<file path="src/rtl/bsync_pkg.sv">
package bsync_pkg;

  localparam int BYTE_W = 8;
  localparam int ADDR_W = 4;

  typedef enum logic [2:0] {
    NX_IDLE,
    NX_SYN0,
    NX_SYN1,
    NX_DATA,
    NX_CRCH,
    NX_END
  } nxt_e;

  localparam logic [ADDR_W-1:0] A_CMD  = 4'd0;
  localparam logic [ADDR_W-1:0] A_MODE = 4'd1;
  localparam logic [ADDR_W-1:0] A_CTRL = 4'd2;
  localparam logic [ADDR_W-1:0] A_RLVL = 4'd3;
  localparam logic [ADDR_W-1:0] A_IEN  = 4'd4;
  localparam logic [ADDR_W-1:0] A_SYN0 = 4'd5;
  localparam logic [ADDR_W-1:0] A_SYN1 = 4'd6;
  localparam logic [ADDR_W-1:0] A_IDLE = 4'd7;
  localparam logic [ADDR_W-1:0] A_DATA = 4'd8;

  localparam logic [BYTE_W-1:0] CMD_CHRST = 8'h21;
  localparam logic [BYTE_W-1:0] CMD_TXEN  = 8'h02;

  // reflected form of x^16+x^15+x^2+1
  localparam logic [15:0] CRC_POLY_REV = 16'hA001;

  function automatic logic [15:0] crc_byte(input logic [15:0] c, input logic [BYTE_W-1:0] d);
    logic [15:0] r;
    r = c ^ {8'h00, d};
    for (int i = 0; i < BYTE_W; i++) begin
      r = r[0] ? ((r >> 1) ^ CRC_POLY_REV) : (r >> 1);
    end
    return r;
  endfunction

endpackage

</file>
<file path="src/rtl/bsync_edge.sv">
module bsync_edge #(
  parameter int STAGES = 2
) (
  input  logic clk,
  input  logic rst_n,
  input  logic txc,
  output logic tick
);

  logic [STAGES:0] sh_q;
  logic [STAGES:0] sh_d;

  always_comb begin
    sh_d = {sh_q[STAGES-1:0], txc};
  end

  always_ff @(posedge clk or negedge rst_n) begin
    if (!rst_n) sh_q <= '0;
    else        sh_q <= sh_d;
  end

  // rising edge of the synchronised transmit clock
  assign tick = sh_q[STAGES-1] & ~sh_q[STAGES];

endmodule

</file>
<file path="src/rtl/bsync_fifo.sv">
module bsync_fifo #(
  parameter int DEPTH = 4,
  parameter int WIDTH = 8,
  localparam int PTR_W = (DEPTH > 1) ? $clog2(DEPTH) : 1,
  localparam int CNT_W = $clog2(DEPTH + 1)
) (
  input  logic             clk,
  input  logic             rst_n,
  input  logic             flush,
  input  logic             push,
  input  logic [WIDTH-1:0] wdata,
  input  logic             pop,
  output logic [WIDTH-1:0] rdata,
  output logic [CNT_W-1:0] count,
  output logic             empty,
  output logic             ovf_set
);

  logic [PTR_W-1:0] wptr_q, wptr_d, rptr_q, rptr_d;
  logic [CNT_W-1:0] cnt_q, cnt_d;
  logic             full, wr_ok, rd_ok;
  logic [WIDTH-1:0] rd_vec [DEPTH];

  function automatic logic [PTR_W-1:0] adv(input logic [PTR_W-1:0] p);
    return (p == PTR_W'(DEPTH - 1)) ? '0 : p + 1'b1;
  endfunction

  assign full    = (cnt_q == CNT_W'(DEPTH));
  assign empty   = (cnt_q == '0);
  assign wr_ok   = push & ~full & ~flush;
  assign rd_ok   = pop & ~empty & ~flush;
  assign ovf_set = push & full & ~flush;

  generate
    for (genvar g = 0; g < DEPTH; g++) begin : g_ent
      logic [WIDTH-1:0] ent_q;
      always_ff @(posedge clk) begin
        if (wr_ok && (wptr_q == PTR_W'(g))) ent_q <= wdata;
      end
      assign rd_vec[g] = ent_q;
    end
  endgenerate

  always_comb begin
    wptr_d = wptr_q;
    rptr_d = rptr_q;
    cnt_d  = cnt_q;
    if (flush) begin
      wptr_d = '0;
      rptr_d = '0;
      cnt_d  = '0;
    end else begin
      if (wr_ok) wptr_d = adv(wptr_q);
      if (rd_ok) rptr_d = adv(rptr_q);
      if (wr_ok && !rd_ok)      cnt_d = cnt_q + 1'b1;
      else if (!wr_ok && rd_ok) cnt_d = cnt_q - 1'b1;
    end
  end

  always_ff @(posedge clk or negedge rst_n) begin
    if (!rst_n) begin
      wptr_q <= '0;
      rptr_q <= '0;
      cnt_q  <= '0;
    end else begin
      wptr_q <= wptr_d;
      rptr_q <= rptr_d;
      cnt_q  <= cnt_d;
    end
  end

  assign rdata = rd_vec[rptr_q];
  assign count = cnt_q;

endmodule

</file>
<file path="src/rtl/bsync_crc.sv">
module bsync_crc
  import bsync_pkg::*;
(
  input  logic              clk,
  input  logic              rst_n,
  input  logic              clear,
  input  logic              upd,
  input  logic [BYTE_W-1:0] din,
  output logic [15:0]       crc
);

  logic [15:0] crc_q, crc_d;

  always_comb begin
    crc_d = crc_q;
    if (clear)    crc_d = '0;
    else if (upd) crc_d = crc_byte(crc_q, din);
  end

  always_ff @(posedge clk or negedge rst_n) begin
    if (!rst_n) crc_q <= '0;
    else        crc_q <= crc_d;
  end

  assign crc = crc_q;

endmodule

</file>
<file path="src/rtl/bsync_regs.sv">
module bsync_regs
  import bsync_pkg::*;
#(
  parameter int CNT_W = 3
) (
  input  logic              clk,
  input  logic              rst_n,
  input  logic              wr_en,
  input  logic [ADDR_W-1:0] wr_addr,
  input  logic [BYTE_W-1:0] wr_data,
  output logic              crc_en,
  output logic              rts,
  output logic [CNT_W-1:0]  rdy_lvl,
  output logic [2:0]        ien,
  output logic [BYTE_W-1:0] syn0,
  output logic [BYTE_W-1:0] syn1,
  output logic [BYTE_W-1:0] idle_pat,
  output logic              cmd_chrst,
  output logic              cmd_txen,
  output logic              push
);

  logic              crc_en_q, crc_en_d, rts_q, rts_d;
  logic [CNT_W-1:0]  lvl_q, lvl_d;
  logic [2:0]        ien_q, ien_d;
  logic [BYTE_W-1:0] syn0_q, syn0_d, syn1_q, syn1_d, idle_q, idle_d;

  always_comb begin
    crc_en_d = crc_en_q;
    rts_d    = rts_q;
    lvl_d    = lvl_q;
    ien_d    = ien_q;
    syn0_d   = syn0_q;
    syn1_d   = syn1_q;
    idle_d   = idle_q;
    if (wr_en) begin
      case (wr_addr)
        A_MODE: crc_en_d = wr_data[0];
        A_CTRL: rts_d    = wr_data[0];
        A_RLVL: lvl_d    = wr_data[CNT_W-1:0];
        A_IEN:  ien_d    = wr_data[2:0];
        A_SYN0: syn0_d   = wr_data;
        A_SYN1: syn1_d   = wr_data;
        A_IDLE: idle_d   = wr_data;
        default: ;
      endcase
    end
  end

  always_ff @(posedge clk or negedge rst_n) begin
    if (!rst_n) begin
      crc_en_q <= 1'b0;
      rts_q    <= 1'b0;
      lvl_q    <= '0;
      ien_q    <= '0;
      syn0_q   <= '0;
      syn1_q   <= '0;
      idle_q   <= '0;
    end else begin
      crc_en_q <= crc_en_d;
      rts_q    <= rts_d;
      lvl_q    <= lvl_d;
      ien_q    <= ien_d;
      syn0_q   <= syn0_d;
      syn1_q   <= syn1_d;
      idle_q   <= idle_d;
    end
  end

  assign crc_en    = crc_en_q;
  assign rts       = rts_q;
  assign rdy_lvl   = lvl_q;
  assign ien       = ien_q;
  assign syn0      = syn0_q;
  assign syn1      = syn1_q;
  assign idle_pat  = idle_q;
  assign cmd_chrst = wr_en && (wr_addr == A_CMD) && (wr_data == CMD_CHRST);
  assign cmd_txen  = wr_en && (wr_addr == A_CMD) && (wr_data == CMD_TXEN);
  assign push      = wr_en && (wr_addr == A_DATA);

endmodule

</file>
<file path="src/rtl/bsync_tx.sv">
module bsync_tx
  import bsync_pkg::*;
#(
  parameter int FIFO_DEPTH  = 4,
  parameter int SYNC_STAGES = 2
) (
  input  logic              clk,
  input  logic              rst_n,
  input  logic              txc,
  input  logic              wr_en,
  input  logic [ADDR_W-1:0] wr_addr,
  input  logic [BYTE_W-1:0] wr_data,
  output logic              txd,
  output logic              rts,
  output logic              txrdy,
  output logic              tx_irq,
  output logic              urun_irq,
  output logic              ovf_flag
);

  localparam int CNT_W = $clog2(FIFO_DEPTH + 1);
  localparam int BIT_W = $clog2(BYTE_W);

  logic [1:0]        rsync_q;
  logic              rst_n_s;
  logic              tick;
  logic              crc_en, cmd_chrst, cmd_txen, push;
  logic [CNT_W-1:0]  rdy_lvl, fifo_cnt;
  logic [2:0]        ien;
  logic [BYTE_W-1:0] syn0, syn1, idle_pat, fifo_rdata, ld_byte;
  logic              fifo_empty, ovf_set, pop;
  logic              crc_upd, crc_clr;
  logic [15:0]       crc_val;

  nxt_e              nx_q, nx_d;
  logic              run_q, run_d, fresh_q, fresh_d;
  logic [BIT_W-1:0]  bcnt_q, bcnt_d;
  logic [BYTE_W-1:0] shr_q, shr_d;
  logic              txd_q, txd_d;
  logic              urun_q, urun_d, done_q, done_d, ovf_q, ovf_d;
  logic              byte_bound;

  // reset: asserted asynchronously, released on the clock
  always_ff @(posedge clk or negedge rst_n) begin
    if (!rst_n) rsync_q <= 2'b00;
    else        rsync_q <= {rsync_q[0], 1'b1};
  end
  assign rst_n_s = rsync_q[1];

  bsync_edge #(.STAGES(SYNC_STAGES)) u_edge (
    .clk(clk), .rst_n(rst_n_s), .txc(txc), .tick(tick)
  );

  bsync_regs #(.CNT_W(CNT_W)) u_regs (
    .clk(clk), .rst_n(rst_n_s), .wr_en(wr_en), .wr_addr(wr_addr), .wr_data(wr_data),
    .crc_en(crc_en), .rts(rts), .rdy_lvl(rdy_lvl), .ien(ien),
    .syn0(syn0), .syn1(syn1), .idle_pat(idle_pat),
    .cmd_chrst(cmd_chrst), .cmd_txen(cmd_txen), .push(push)
  );

  bsync_fifo #(.DEPTH(FIFO_DEPTH), .WIDTH(BYTE_W)) u_fifo (
    .clk(clk), .rst_n(rst_n_s), .flush(cmd_chrst), .push(push), .wdata(wr_data),
    .pop(pop), .rdata(fifo_rdata), .count(fifo_cnt), .empty(fifo_empty), .ovf_set(ovf_set)
  );

  bsync_crc u_crc (
    .clk(clk), .rst_n(rst_n_s), .clear(crc_clr), .upd(crc_upd), .din(fifo_rdata), .crc(crc_val)
  );

  assign byte_bound = tick & run_q & (fresh_q | (bcnt_q == BIT_W'(BYTE_W - 1)));

  always_comb begin
    nx_d    = nx_q;
    run_d   = run_q;
    fresh_d = fresh_q;
    bcnt_d  = bcnt_q;
    shr_d   = shr_q;
    txd_d   = txd_q;
    urun_d  = urun_q;
    done_d  = done_q;
    ovf_d   = ovf_q | ovf_set;
    ld_byte = idle_pat;
    pop     = 1'b0;
    crc_upd = 1'b0;
    crc_clr = 1'b0;

    // choose the byte that starts at this boundary
    if (byte_bound) begin
      case (nx_q)
        NX_SYN0: begin ld_byte = syn0; nx_d = NX_SYN1; end
        NX_SYN1: begin ld_byte = syn1; nx_d = NX_DATA; end
        NX_DATA: begin
          if (!fifo_empty) begin
            ld_byte = fifo_rdata;
            pop     = 1'b1;
            crc_upd = 1'b1;
          end else begin
            urun_d = 1'b1;
            if (crc_en) begin
              ld_byte = crc_val[7:0];
              nx_d    = NX_CRCH;
            end else begin
              done_d  = 1'b1;
              crc_clr = 1'b1;
              nx_d    = NX_IDLE;
            end
          end
        end
        NX_CRCH: begin ld_byte = crc_val[15:8]; nx_d = NX_END; end
        NX_END: begin
          done_d  = 1'b1;
          crc_clr = 1'b1;
          nx_d    = fifo_empty ? NX_IDLE : NX_SYN0;
        end
        default: nx_d = fifo_empty ? NX_IDLE : NX_SYN0;
      endcase
    end

    // serialiser, LSB first, one bit per transmit-clock edge
    if (tick && run_q) begin
      if (byte_bound) begin
        txd_d   = ld_byte[0];
        shr_d   = {1'b0, ld_byte[BYTE_W-1:1]};
        bcnt_d  = '0;
        fresh_d = 1'b0;
      end else begin
        txd_d  = shr_q[0];
        shr_d  = {1'b0, shr_q[BYTE_W-1:1]};
        bcnt_d = bcnt_q + 1'b1;
      end
    end else if (!run_q) begin
      txd_d = 1'b1;
    end

    if (cmd_txen && !run_q) begin
      run_d   = 1'b1;
      fresh_d = 1'b1;
      nx_d    = NX_IDLE;
    end

    if (cmd_chrst) begin
      run_d   = 1'b0;
      fresh_d = 1'b0;
      nx_d    = NX_IDLE;
      txd_d   = 1'b1;
      urun_d  = 1'b0;
      done_d  = 1'b0;
      ovf_d   = 1'b0;
      crc_clr = 1'b1;
    end
  end

  always_ff @(posedge clk or negedge rst_n_s) begin
    if (!rst_n_s) begin
      nx_q    <= NX_IDLE;
      run_q   <= 1'b0;
      fresh_q <= 1'b0;
      bcnt_q  <= '0;
      shr_q   <= '0;
      txd_q   <= 1'b1;
      urun_q  <= 1'b0;
      done_q  <= 1'b0;
      ovf_q   <= 1'b0;
    end else begin
      nx_q    <= nx_d;
      run_q   <= run_d;
      fresh_q <= fresh_d;
      bcnt_q  <= bcnt_d;
      shr_q   <= shr_d;
      txd_q   <= txd_d;
      urun_q  <= urun_d;
      done_q  <= done_d;
      ovf_q   <= ovf_d;
    end
  end

  assign txd      = txd_q;
  assign txrdy    = (fifo_cnt <= rdy_lvl);
  assign tx_irq   = (txrdy & ien[0]) | (done_q & ien[1]);
  assign urun_irq = urun_q & ien[2];
  assign ovf_flag = ovf_q;

endmodule

</file>
<file path="config.mk">
export PLATFORM = sky130hd
export DESIGN_NAME = bsync_tx
export DESIGN_NICKNAME = d
export VERILOG_FILES = /design/src/rtl/bsync_pkg.sv /design/src/rtl/bsync_edge.sv /design/src/rtl/bsync_fifo.sv /design/src/rtl/bsync_crc.sv /design/src/rtl/bsync_regs.sv /design/src/rtl/bsync_tx.sv
export SDC_FILE = /design/constraint.sdc
export NUM_CORES = 1
export LEC_CHECK = 0
export BUFFER_PORTS_ARGS = -buffer_cell sky130_fd_sc_hd__buf_2
export CAP_MARGIN = 0
export CORE_MARGIN = 2
export CORE_UTILIZATION = 53
export DETAILED_ROUTE_END_ITERATION = 10
export HOLD_SLACK_MARGIN = 0.06
export PLACE_DENSITY = 0.72
export SLEW_MARGIN = 20
export SYNTH_ARGS = -nofsm -noshare
export SYNTH_HDL_FRONTEND = slang
export SYNTH_SLANG_ARGS = --single-unit
</file>
<file path="constraint.sdc">
create_clock -name clk -period 2.6 [get_ports clk]
set_input_delay 0.39 -clock clk [delete_from_list [all_inputs] [get_ports clk]]
set_output_delay 0.39 -clock clk [all_outputs]
set_load 0.01 [all_outputs]
</file>
======== After elaboration in Yosys (flattened, before gate mapping) ========
Cells that the tools add are included.
W data, S select, Z words.
word-level totals
  register bits after elaboration ......... 112
  bits of input ports ..................... 16
operators by class
  $add $sub $neg .......................... 5
  magnitude comparators ................... 2
  eq/ne operators ......................... 25
  muxes and demuxes ....................... 62
  bitwise operators ....................... 29
  reductions and logical operators ........ 40
operators by type and width
  kind                   count
  $mux W16               10
  $mux W8                4
  $pmux W8 S4            1
  $mux W1                27
  $mux W3                9
  $not A2 Y3             9
  $reduce_and A2 Y1      9
  $bmux W8 S2            1
  $eq A4 B3 Y1 const B   4
  $xor A16 B8 Y16        1
  $reduce_bool A2 Y1     7
  $and A1 B1 Y1          12
  $eq A3 B3 Y1 const B   4
  $logic_and A1 B1 Y1    12
  $mux W2                6
  $pmux W3 S4            1
  $reduce_bool A3 Y1     4
  $eq A4 B2 Y1 const B   2
  $eq A8 B2 Y1 const B   1
  $eq A8 B6 Y1 const B   1
  $mux W7                1
  $add A3 B1 Y3 const B  2
  $eq A2 B2 Y1 const B   3
  $eq A3 B2 Y1 const B   2
  other kinds (20)       30

======== Depth between registers and ports, before layout ========
  word-level depth ........................ 23
  mapped depth ............................ 10
  gate-level depth less buffers ........... 10

======== By module ========
From an unflattened synthesis, not the netlist that was laid out.
unflattened totals
  cell total of the unflattened synthesis .. 448
  area total of the unflattened synthesis .. 5534.1 µm²
by module, submodules not included
  module      instances  cells each  area an instance (µm²)
  bsync_fifo  1          104         1704.1
  bsync_tx    1          179         1510.2
  bsync_regs  1          84          1323.8
  bsync_crc   1          77          907.1
  bsync_edge  1          4           88.8

======== Worst setup path after synthesis ========
OpenSTA, ideal clock, no wires.
  kind .................................... reg-to-reg
  start ................................... register u_fifo.rptr_q[0]
  end ..................................... register u_crc.crc_q[0] (netlist: u_crc.crc[0])
  arrival ................................. 2350 ps
  setup slack ............................. 173 ps
  stages on the path, launching flop included .. 8
  path buffers ............................ 1
  cell sequence ........................... dfrtp_1 buf_6 mux4_2 xnor2_4 xor2_2 xnor3_2 xnor3_1 o21ai_1
on the way
  word-level cells in the longest chain between the ends .. 16
  elaborated cells on any way between the ends .. 22
  classes of those cells .................. mux: 13; bitwise: 9
ends and longest elaborated chain
  element                                                  line              RTL
  start, declared                                          bsync_fifo.sv:19  logic [PTR_W-1:0] wptr_q, wptr_d, rptr_q, rptr_d;
  start signal, assigned                                   bsync_fifo.sv:67  rptr_q <= rptr_d;
  $not A2 Y3 (implied by the code) *                       bsync_fifo.sv:72  assign rdata = rd_vec[rptr_q];
  $bmux W8 S2 *                                            bsync_fifo.sv:72
  $mux W8 (implied by the code) * (2 in a row)             bsync_fifo.sv:72
  $xor A16 B8 Y16 *                                        bsync_pkg.sv:33   r = c ^ {8'h00, d};
  $mux W16 * (6 in a row)                                  bsync_pkg.sv:35   r = r[0] ? ((r >> 1) ^ CRC_POLY_REV) : (r >> 1);
  $not A2 Y3 (no line) / $mux W16 (equally long branches)  --
  $mux W16 * (2 in a row)                                  bsync_pkg.sv:35
  $mux W16 *                                               bsync_crc.sv:17   else if (upd) crc_d = crc_byte(crc_q, din);
  $mux W16 *                                               bsync_crc.sv:16   if (clear) crc_d = '0;
  end signal, assigned                                     bsync_crc.sv:22   else crc_q <= crc_d;
  end, declared                                            bsync_crc.sv:12   logic [15:0] crc_q, crc_d;
Every way passes the cells marked *; elsewhere a longest branch is shown, timed or not. The select of a mux whose other input is x is not followed.
A chain may end at the register's enable or synchronous reset.

======== Worst setup path after layout ========
Ends and elaborated chain as after synthesis.

==> reports/qor.yml <==
area_growth_pct: 12.3
p_per_area_mw_per_mm2: 633
final.min_clock_period_ps: 2530
synthArstFlopShare_pct: 71.2
rsz0062_at_grt: "true"
synth_flop_cell: "dfrtp_1"
syn_area_per_cell_um2: 12.0
dp_cells: 612
finalWirelength_um: 12200
cts_tree: "yes"
fp.dieH_um: 105
drv_slew: 0
reg2reg_from: "u_fifo.rptr_q[0]"
setup_violations: 0
antenna_cells: 0
fillers: 797
ys_seq_area_share_pct: 54.4
synthMuxAreaShare_pct: 12.6
dp_hpwl_um: 8740
synth_nets: 476
worst_hold_path.endpoint: "u_edge.sh_q[0]"
grt.total_usage_pct: 23.3
cp-end-kind: "flip-flop"
netlist_area_mm2: 0.00540
fin_nets: 520
pre_cts_ws_ps: -49.1
yosys_warnings: 0
r2r_cells: 6
drt_iter0_markers: 301
fmax_mhz: 395
drc: 0
path_clk_slew_ps: 110
dr.pass1.iters: 4
timing.final.crit_share_pct: 97.4
rows: 36
yosys.area_share.simple_pct: 11.2
worst_slack_ps: 66.6
stdcell_area_mm2: 0.00607
insertion_delay_ps: 390
antenna_found_initial: 0
ys_ff_latch: 111
clock_path_buffers: 2
placed_area_mm2: 0.00580
hp-start: "txc"
die_w_um: 105
vias: 3820
numCtsBuffers: 9
ios: 22
core_area_mm2: 0.00982
hp-class: "in -> reg"
synthAdderAreaFrac_pct: 2.69
cts-htree-levels: 3
power_mw: 3.84
cp_max_fo: 8
postRouteAntennaNets: 0
initial_utilization_pct: 55.0
synthCells: 449
start_kind: "flip-flop"
cp_data_required_time_ps: 2910
reg2reg_slack_ps: 70
grt_pass1_wl_um: 19600
reg2reg_to: "u_crc.crc[0]"
whs_path_depth: 1
synth_top_family_by_area: "multiplexers"
maxSlewHeadroom_pct: 46.4
status: "completed"
synth-edff-count: 32
fin_cells: 631
worst_pin_slew_ps: 801
gp_congestion: 0.928
grt-ovfl-total: 0
drt-wirelength-per-cell_um: 19.3
arrival_ps: 2850
root_buffer: "clkbuf_8"
critPathKind: "reg -> reg"
synthXorXnorAreaFrac_pct: 4.98
drive_gt1_share_pct: 23.9
vias_per_cell: 6.05
finalClockSkew_ps: 11.8
p_leak_nw: 2.54
grt_max_degree: 78
finalHoldViolations: 0
cts_sinks: 111
synthDistinctLibCells: 57
portBuffers: 21
synth-compound-area-share_pct: 12.0
vdd_drop_max_mv: 0.393
grt_pass1_vias: 3643
drv_cap: 0
tns_ps: 0
die-area_mm2: 0.0110
-- area by class of cell --
type	instances	area, um2	area share, %
Clock buffer	9	124	2.04
Clock inverter	7	67.6	1.11
Inverter	7	26.3	0.433
Multi-Input combinational cell	312	2380	39.2
Sequential cell	111	2940	48.5
Tap cell	133	166	2.74
Timing Repair Buffer	52	360	5.94
-- worst max-delay path, cell delays in order (launching register included) --
cell and delay [ps]:
dfrtp_2 510, mux4_2 610, xnor2_4 210, xor2_2 190
xnor3_2 460, xnor3_1 340, o21ai_1 150
-- report_power, final --
group	switching [mW]	internal, mW
Combinational	0.334	0.344
Sequential	0.160	1.96
Clock	0.662	0.380
-- registers in the layout, indices dropped and copies added (netlist names), 2 cells and up --
name                count
u_fifo.rptr_q           2
shr_q                   7
u_fifo.g_ent.ent_q     32
u_fifo.wptr_q           2
rsync_q                 2
u_edge.sh_q             3
u_regs.syn0             8
u_crc.crc              16
nx_q                    3
u_regs.ien              3
u_regs.rdy_lvl          3
u_regs.idle_pat         8
u_regs.syn1             8
bcnt_q                  3
u_fifo.count            3
-- synthesized netlist by cell type, types with 4 or more instances --
library cell	count	area (um2)
dfrtp_1	78	1950
mux2i_1	15	150
o31ai_1	10	75.1
nor3_1	8	40.0
nor2_1	31	116
inv_1	7	26.3
xnor2_1	11	96.3
nor3b_1	5	37.5
and2_1	5	31.3
ha_1	10	125
xnor2_2	4	65.1
nand3_1	5	25.0
a22o_1	17	149
a21oi_1	9	45.0
edfxtp_1	32	961
clkbuf_1	12	45.0
nor2b_1	4	25.0
a2111oi_0	4	35.0
o21ai_0	33	165
nand2_1	49	184
mux4_2	4	90.1
nand3b_1	5	37.5
mux2_2	32	360
a31oi_1	6	37.5
-- routing by layer --
metal / wire [um] / vias up / track usage (%)
li1: - / 1744 / -
met1: 5520 / 1931 / 34.1
met2: 5670 / 128 / 35.2
met3: 727 / 17 / 3.43
met4: 255 / 0 / 9.24
met5: 0 / - / 0
-- cells in the final DEF, fill, tap and decap left out, types with 4 or more instances in the layout --
master	count
o31ai_1	10
nor2b_1	4
buf_4	29
mux2i_1	15
a22o_1	17
and2_1	5
o21ai_0	33
ha_1	10
nor3b_1	5
mux4_2	4
nor3_1	8
inv_1	7
edfxtp_1	32
a21oi_1	9
nand3_1	5
nand2_1	49
clkbuf_8	9
xnor2_2	5
nand3b_1	5
a31oi_1	6
nor2_1	31
dfrtp_1	76
mux2_2	32
buf_2	21
xnor2_1	9
-- worst max-delay path by stage --
stage | slack (ps) | endpoint | cells after the start | start
final | 70 | u_crc.crc[0] | 6 | u_fifo.rptr_q[0]
after CTS | 30 | u_crc.crc[0] | 6 | u_fifo.rptr_q[0]
after global placement | 70 | u_crc.crc[0] | 6 | u_fifo.rptr_q[0]
after detailed placement | -50 | u_crc.crc[0] | 6 | u_fifo.rptr_q[0]
after global routing | -20 | u_crc.crc[0] | 6 | u_fifo.rptr_q[0]
after floorplan | 170 | u_crc.crc[0] | 7 | u_fifo.rptr_q[0]
-- logic make-up (layout without fill, tap and decap cells) --
group | Yosys count | after routing
xor gates and xnor gates | 21 | 21
adders and majority gates | 11 | 11
and+or+nand+nor | 128 | 128
AOI/OAI and AO/OA | 97 | 97
DFF | 111 | 111
buffers and inverters | 26 | 75
other | 1 | 1
muxes | 54 | 54
-- through the flow --
step / util [%] / hold WS (ps)
6_report: 61.8 / 108
3_5_place_dp: 59.1 / 175
2_1_floorplan: - / 94.4
5_1_grt: 61.8 / 95.4
4_1_cts: 61.1 / 94.8
3_3_place_gp: 59.1 / 175
-- repair_timing --
item / CTS / global route
buffers inserted: 0 / 1
gates resized for setup: 1 / 4
hold buffers: 1 / 0
cloned: 0 / 0
endpoints found under the hold margin: 2 / 0
pin swaps: 0 / 1
endpoints found under the setup margin: 3 / 3
Note: power is estimated with default switching activity, not from simulation.
